**src/rtl/smb_chg_pkg.sv**
```systemverilog
package smb_chg_pkg;

  typedef enum logic [2:0] {
    PH_IDLE, PH_ADDR, PH_CMD, PH_WLO, PH_WHI, PH_RLO, PH_RHI, PH_SKIP
  } phase_t;

  localparam logic [7:0] CMD_SPEC   = 8'h11;
  localparam logic [7:0] CMD_MODE   = 8'h12;
  localparam logic [7:0] CMD_STATUS = 8'h13;
  localparam logic [7:0] CMD_ISET   = 8'h14;
  localparam logic [7:0] CMD_VSET   = 8'h15;

  // mode bits that are forwarded: inhibit(0), defaults(2), zero set-points(3)
  localparam logic [15:0] MODE_KEEP = 16'h000D;

  function automatic logic cmd_known(input logic [7:0] c);
    return (c >= CMD_SPEC) && (c <= CMD_VSET);
  endfunction

  function automatic logic cmd_readable(input logic [7:0] c);
    return (c == CMD_SPEC) || (c == CMD_STATUS);
  endfunction

  function automatic logic cmd_writable(input logic [7:0] c);
    return (c == CMD_MODE) || (c == CMD_ISET) || (c == CMD_VSET);
  endfunction

  function automatic logic [15:0] status_word(input logic inh, input logic cor,
                                              input logic vor, input logic ror);
    logic [15:0] w;
    w     = 16'h0010;     // level-2 indication; unsupported bits stay 0
    w[0]  = inh;
    w[8]  = cor;
    w[9]  = vor;
    w[10] = ror;
    return w;
  endfunction

  function automatic logic [15:0] spec_word(input logic [3:0] rev);
    return {12'h000, rev}; // bit 4 (selector support) = 0
  endfunction

  function automatic logic [15:0] clean_write(input logic [7:0] c, input logic [15:0] d);
    return (c == CMD_MODE) ? (d & MODE_KEEP) : d;
  endfunction

endpackage

```
**src/rtl/smb_line_sync.sv**
```systemverilog
module smb_line_sync #(
  parameter int STAGES = 2
) (
  input  logic clk,
  input  logic rst_n,
  input  logic scl_i,
  input  logic sda_i,
  output logic scl_s,
  output logic sda_s,
  output logic scl_rise,
  output logic scl_fall,
  output logic start_ev,
  output logic stop_ev
);
  logic [STAGES-1:0] scl_sh, sda_sh;
  logic scl_p, sda_p;

  always_ff @(posedge clk or negedge rst_n) begin
    if (!rst_n) begin
      scl_sh <= '1;
      sda_sh <= '1;
      scl_p  <= 1'b1;
      sda_p  <= 1'b1;
    end else begin
      scl_sh <= {scl_sh[STAGES-2:0], scl_i};
      sda_sh <= {sda_sh[STAGES-2:0], sda_i};
      scl_p  <= scl_s;
      sda_p  <= sda_s;
    end
  end

  assign scl_s    = scl_sh[STAGES-1];
  assign sda_s    = sda_sh[STAGES-1];
  assign scl_rise = scl_s & ~scl_p;
  assign scl_fall = ~scl_s & scl_p;
  assign start_ev = scl_s & scl_p & sda_p & ~sda_s;
  assign stop_ev  = scl_s & scl_p & ~sda_p & sda_s;
endmodule

```
**src/rtl/smb_chg_regmap.sv**
```systemverilog
module smb_chg_regmap
  import smb_chg_pkg::*;
#(
  parameter logic [3:0] SPEC_REV = 4'h2
) (
  input  logic [7:0]  cmd,
  input  logic        inh,
  input  logic        cor,
  input  logic        vor,
  input  logic        ror,
  output logic [15:0] rd_word
);
  always_comb begin
    if (cmd == CMD_STATUS) rd_word = status_word(inh, cor, vor, ror);
    else if (cmd == CMD_SPEC) rd_word = spec_word(SPEC_REV);
    else rd_word = 16'h0000;
  end
endmodule

```
**src/rtl/smb_charger_slave.sv**
```systemverilog
module smb_charger_slave
  import smb_chg_pkg::*;
#(
  parameter logic [6:0] DEV_ADDR    = 7'h12,
  parameter logic [6:0] ARA_ADDR    = 7'h0C,
  parameter logic [3:0] SPEC_REV    = 4'h2,
  parameter int         SYNC_STAGES = 2
) (
  input  logic        clk,
  input  logic        rst_n,
  input  logic        scl_i,
  input  logic        sda_i,
  output logic        sda_oe,
  input  logic        chg_inhibited_i,
  input  logic        cur_over_i,
  input  logic        volt_over_i,
  input  logic        safety_open_i,
  output logic        wr_stb,
  output logic [7:0]  wr_cmd,
  output logic [15:0] wr_data,
  output logic        status_rd_stb,
  output logic        ara_stb
);
  localparam int BITS = 8;
  localparam logic [3:0] ACK_CNT  = 4'(BITS);
  localparam logic [3:0] SLOT_CNT = 4'(BITS + 1);

  logic scl_s, sda_s, scl_rise, scl_fall, start_ev, stop_ev;

  smb_line_sync #(.STAGES(SYNC_STAGES)) u_sync (
    .clk(clk), .rst_n(rst_n), .scl_i(scl_i), .sda_i(sda_i),
    .scl_s(scl_s), .sda_s(sda_s), .scl_rise(scl_rise), .scl_fall(scl_fall),
    .start_ev(start_ev), .stop_ev(stop_ev)
  );

  phase_t      phase, nxt_q, nxt_c;
  logic [3:0]  cnt;
  logic [7:0]  shreg, txreg, cmd_q, lo_q;
  logic        cmd_ok, m_ack;
  logic [15:0] rd_word;

  smb_chg_regmap #(.SPEC_REV(SPEC_REV)) u_map (
    .cmd(cmd_q), .inh(chg_inhibited_i), .cor(cur_over_i),
    .vor(volt_over_i), .ror(safety_open_i), .rd_word(rd_word)
  );

  // named internal events
  logic       byte_end, slot_end, rd_phase, ack_c, ara_hit;
  logic       addr_me, addr_ara;
  logic [2:0] bidx;
  assign byte_end = scl_fall && (cnt == ACK_CNT);
  assign slot_end = scl_fall && (cnt == SLOT_CNT);
  assign rd_phase = (phase == PH_RLO) || (phase == PH_RHI);
  assign bidx     = 3'(4'd7 - cnt);
  assign addr_me  = (shreg[7:1] == DEV_ADDR);
  assign addr_ara = (shreg[7:1] == ARA_ADDR) && shreg[0];

  always_comb begin
    ack_c   = 1'b0;
    nxt_c   = PH_SKIP;
    ara_hit = 1'b0;
    case (phase)
      PH_ADDR: begin
        if (addr_me && !shreg[0]) begin
          ack_c = 1'b1; nxt_c = PH_CMD;
        end else if (addr_me && cmd_ok && cmd_readable(cmd_q)) begin
          ack_c = 1'b1; nxt_c = PH_RLO;
        end else if (addr_ara) begin
          ara_hit = 1'b1;
        end
      end
      PH_CMD: if (cmd_known(shreg)) begin ack_c = 1'b1; nxt_c = PH_WLO; end
      PH_WLO: if (cmd_writable(cmd_q)) begin ack_c = 1'b1; nxt_c = PH_WHI; end
      PH_WHI: ack_c = 1'b1;
      default: ;
    endcase
  end

  always_ff @(posedge clk or negedge rst_n) begin
    if (!rst_n) begin
      phase <= PH_IDLE; nxt_q <= PH_IDLE; cnt <= '0;
      shreg <= '0; txreg <= '0; cmd_q <= '0; lo_q <= '0;
      cmd_ok <= 1'b0; m_ack <= 1'b0; sda_oe <= 1'b0;
      wr_stb <= 1'b0; wr_cmd <= '0; wr_data <= '0;
      status_rd_stb <= 1'b0; ara_stb <= 1'b0;
    end else begin
      wr_stb        <= 1'b0;
      status_rd_stb <= 1'b0;
      ara_stb       <= 1'b0;
      if (stop_ev) begin
        phase <= PH_IDLE; cnt <= '0; sda_oe <= 1'b0; cmd_ok <= 1'b0;
      end else if (start_ev) begin
        phase <= PH_ADDR; cnt <= '0; sda_oe <= 1'b0;
      end else if (phase != PH_IDLE) begin
        if (scl_rise) begin
          if (cnt < ACK_CNT) shreg <= {shreg[6:0], sda_s};
          else               m_ack <= ~sda_s;
          cnt <= cnt + 4'd1;
        end
        if (byte_end) begin
          sda_oe  <= rd_phase ? 1'b0 : ack_c;
          nxt_q   <= nxt_c;
          ara_stb <= ara_hit;
          case (phase)
            PH_CMD: begin
              cmd_ok <= cmd_known(shreg);
              if (cmd_known(shreg)) cmd_q <= shreg;
            end
            PH_WLO: lo_q <= shreg;
            PH_WHI: begin
              wr_stb  <= 1'b1;
              wr_cmd  <= cmd_q;
              wr_data <= clean_write(cmd_q, {shreg, lo_q});
            end
            default: ;
          endcase
        end else if (slot_end) begin
          cnt <= '0;
          case (phase)
            PH_RLO: begin
              if (m_ack) begin
                phase <= PH_RHI; txreg <= rd_word[15:8]; sda_oe <= ~rd_word[15];
              end else begin
                phase <= PH_SKIP; sda_oe <= 1'b0;
              end
            end
            PH_RHI: begin
              phase         <= PH_SKIP;
              sda_oe        <= 1'b0;
              status_rd_stb <= (cmd_q == CMD_STATUS);
            end
            PH_SKIP: sda_oe <= 1'b0;
            default: begin
              phase <= nxt_q;
              if (nxt_q == PH_RLO) begin
                txreg <= rd_word[7:0]; sda_oe <= ~rd_word[7];
              end else begin
                sda_oe <= 1'b0;
              end
            end
          endcase
        end else if (scl_fall && rd_phase && cnt != 4'd0) begin
          sda_oe <= ~txreg[bidx];
        end
      end
    end
  end

  // assertions next to the logic they guard
  a_r2_foreign_addr_released: assert property (@(posedge clk) disable iff (!rst_n)
    (byte_end && phase == PH_ADDR && !addr_me) |=> !sda_oe);

  a_r3_oe_moves_on_low_scl: assert property (@(posedge clk) disable iff (!rst_n)
    !$stable(sda_oe) |-> !scl_s);

  a_r4_wr_stb_one_clock: assert property (@(posedge clk) disable iff (!rst_n)
    wr_stb |=> !wr_stb);

  a_r5_mode_bits_masked: assert property (@(posedge clk) disable iff (!rst_n)
    (wr_stb && wr_cmd == CMD_MODE) |-> (wr_data[1] == 1'b0 && wr_data[15:4] == 12'h000));

  a_r9_status_stb_after_status: assert property (@(posedge clk) disable iff (!rst_n)
    status_rd_stb |-> (cmd_q == CMD_STATUS && phase == PH_SKIP));

  a_r10_stop_releases: assert property (@(posedge clk) disable iff (!rst_n)
    stop_ev |=> (!sda_oe && phase == PH_IDLE));

  a_r11_ara_one_clock: assert property (@(posedge clk) disable iff (!rst_n)
    ara_stb |=> !ara_stb);
endmodule

```
**config.mk**
```make
export PLATFORM = sky130hd
export DESIGN_NAME = smb_charger_slave
export DESIGN_NICKNAME = d
export VERILOG_FILES = /design/src/rtl/smb_chg_pkg.sv /design/src/rtl/smb_line_sync.sv /design/src/rtl/smb_chg_regmap.sv /design/src/rtl/smb_charger_slave.sv
export SDC_FILE = /design/constraint.sdc
export NUM_CORES = 1
export LEC_CHECK = 0
export CAP_MARGIN = 25
export CORE_ASPECT_RATIO = 0.9
export CORE_MARGIN = 5
export CORE_UTILIZATION = 56
export DETAILED_ROUTE_END_ITERATION = 8
export PLACE_DENSITY = 0.75
export SETUP_SLACK_MARGIN = 0.5
export SLEW_MARGIN = 10
export SYNTH_ARGS = -nofsm -noshare
export SYNTH_HDL_FRONTEND = slang
export SYNTH_SLANG_ARGS = --single-unit
```
**constraint.sdc**
```tcl
create_clock -name clk -period 2.5 [get_ports clk]
set_input_delay 0.375 -clock clk [delete_from_list [all_inputs] [get_ports clk]]
set_output_delay 0.375 -clock clk [all_outputs]
set_load 0.01 [all_outputs]
```
==> results.py <==
metrics = {
    "power": {
        "p_leak_nw": 1.79,
        "p_sw_frac": 0.255,
        "p_int_mw": 1.63,
        "power_density_nw_per_um2": 551,
        "p_sw_mw": 0.557,
        "power_frac_comb": 0.052,
        "p_clk_frac": 0.370,
        "ir_drop_mv": 0.488,
        "seq_power_share": 0.578,
    },
    "detailed_routing": {
        "postRouteAntennaNets": 0,
        "drc": 0,
        "first_pass_iters": 4,
        "vias_per_cell": 5.86,
        "routed_wl_mm": 7.04,
        "num_vias": 2334,
        "drt_iter0_drc": 300,
        "routedWlPerCell_um": 17.7,
    },
    "finish": {
        "drive_gt1_frac": 0.186,
        "final.fill_count": 392,
        "antennaDiodeCount": 0,
        "final_util": 0.696,
        "syn_to_final_growth_pct": 20.5,
        "nNetsFinal": 334,
    },
    "logic_synthesis": {
        "synth.top_cell.area_share": 0.518,
        "yosysMostFrequentCell": "dfrtp_1",
        "synth_area_leaders": "dfrtp_1 52%, mux2_1 5.8%, dfstp_2 4.8%",
        "syn_inst": 277,
        "synth_seq_cells": 74,
        "ys_warn_count": 0,
        "syn-num-nets": 288,
        "synth-edff-count": 0,
        "synthArstFlopShare": 1.00,
        "synth.distinct_cells": 54,
        "netlist_area_sq_um": 3290,
        "synth-seq-area-share": 0.565,
        "synth.top_cells.by_count": "68 x dfrtp_1, 18 x nand2_1, 17 x mux2_1, 16 x nor2_1",
        "synth-main-ff-cell": "dfrtp_1",
        "postSynthAreaPerCell_sq_um": 11.9,
        "post-synth-top-area-cell": "dfrtp_1",
    },
    "clock_network": {
        "clk_latency_ps": 350,
        "cts_buffers": 9,
        "clock_path_buffers": 2,
        "htree_levels": 3,
        "cts.sinks": 74,
        "cts_tree": "yes",
        "cts_root_buf": "clkbuf_8",
        "clk_pin_slew_ps": 80,
    },
    "global_routing": {
        "antenna_found_initial": 0,
        "track_usage": 0.207,
        "overflow": 0,
        "grt_max_degree": 28,
        "grt_pass1_vias": 2338,
        "grt_pass1_wl_mm": 12.1,
    },
    "timing": {
        "drv_slew": 0,
        "min_period_over_period": 0.779,
        "finalHoldViolCount": 0,
        "setup_viol": 0,
        "fmax_mhz": 513,
        "relSlewSlack": 0.610,
        "post-route-min-period_ps": 1950,
        "worstMarginPinSlew_ps": 585,
        "fin_tns_setup_ps": 0,
        "skew_ps": 7.75,
        "rsz0062_at_grt": "yes",
    },
    "placement": {
        "routabilityCongestion": 0.858,
        "io_buffers": 35,
        "hpwl_mm": 4.86,
    },
    "critical_path": {
        "r2r_slack_ps": 550,
        "cp_data_arrival_time_ps": 2210,
        "worstSetupStartpoint": "cmd_q[6]",
        "cp_max_fo": 3,
        "worstSetupStartpointType": "flip-flop",
        "critical_path_class": "flip-flop to flip-flop",
        "worstRegToRegCells": 5,
        "reg2reg_from": "cmd_q[6]",
        "endpoint_kind": "flip-flop",
        "crit_required_ps": 2760,
    },
    "hold_path": {
        "hp-class": "input pin to async pin",
    },
    "die": {
        "start_util": 0.578,
        "die_h_um": 82.7,
        "io_pins": 36,
        "rows": 26,
        "core_sq_um": 5690,
        "dieWidth_um": 90.8,
        "die_area_sq_um": 7510,
    },
    "run": {
        "maxCapViolCount": 0,
    },
    "outcome": {
        "outcome": "complete, no violations",
    },
}
==> repair_timing <==
action,4_1_cts,5_1_grt
pin swaps,1,2
endpoints found under the hold margin,0,0
buffers inserted,1,4
setup endpoints to repair,22,39
hold buffers,0,0
resized for setup,3,5
==> sequential cells by signal, indices dropped and copies added (netlist names) <==
register	cells
nxt_q	3
u_sync.sda_sh	2
cmd_q	8
lo_q	8
cmd_ok	1
status_rd_stb	1
wr_data	16
txreg	4
wr_stb	1
sda_oe	1
wr_cmd	8
ara_stb	1
phase	3
shreg	8
u_sync.scl_sh	2
u_sync.sda_p	1
m_ack	1
cnt	4
u_sync.scl_p	1
==> area by class of cell <==
type	count	area (sq um)	area share
inverters	8	30.0	0.00758
multi-input cells	182	1370	0.346
clock inverters	6	42.5	0.0107
repair buffers	48	443	0.112
clock buffers	10	128	0.0322
flip-flops and latches	74	1860	0.469
well taps	70	87.6	0.0221
==> cells in the final DEF, fill, tap and decap left out, drive strengths merged, types with 7 or more instances in the layout <==
master,instances
mux2,31
nor2,17
nand2,18
buf,14
nor2b,9
clkbuf,10
inv,9
clkdlybuf4s50,34
nand3,14
o21ai,7
a22o,14
dfrtp,68
==> stage by stage <==
step	area (sq um)	hold WS [ps]	setup WS, ps	cells	power [mW]
5_1_grt	3960	48.7	490	398	2.28
2_1_floorplan	3290	79.4	613	277	1.33
3_3_place_gp	3720	346	469	377	1.39
6_report	3960	23.0	552	398	2.18
3_5_place_dp	3720	349	425	377	1.40
4_1_cts	3910	26.2	465	394	2.20
==> critical path, cell delays in order (launching register included) <==
cell     delay [ps]
dfrtp_1         400
or3_4           380
o41a_1          350
o31a_1          250
o221a_1         260
o31ai_2         230
==> layer usage <==
metal,global-route usage,share of wire,vias to the layer above
li1,-,-,1095
met1,0.298,0.47,1141
met2,0.300,0.44,86
met3,0.0598,0.074,12
met4,0.0718,0.015,0
met5,0,0,-
==> logic make-up after synthesis <==
family / Yosys count / synth area share
DFF: 74 / 0.565
adders and majority gates: 3 / 0.0114
AOI/OAI and AO/OA: 53 / 0.123
and+or+nand+nor: 88 / 0.146
muxes: 34 / 0.115
xor gates and xnor gates: 4 / 0.0107
buffers and inverters: 21 / 0.0282
==> power groups by stage <==
stage / Combinational [mW] / Sequential (mW) / Clock, mW
3_3_place_gp: 0.111 / 1.28 / 0
5_1_grt: 0.127 / 1.27 / 0.885
2_1_floorplan: 0.0780 / 1.25 / 0
3_5_place_dp: 0.114 / 1.28 / 0
4_1_cts: 0.115 / 1.26 / 0.823
6_report: 0.114 / 1.26 / 0.808
==> final timing paths <==
check | endpoint
max | sda_oe
min | lo_q[5]
max reg2reg | sda_oe
min reg2reg | u_sync.sda_sh[1]
max in group asynchronous | u_sync.sda_p
min in group clk | u_sync.sda_sh[1]
No activity file was read; power rests on OpenSTA's default activity.
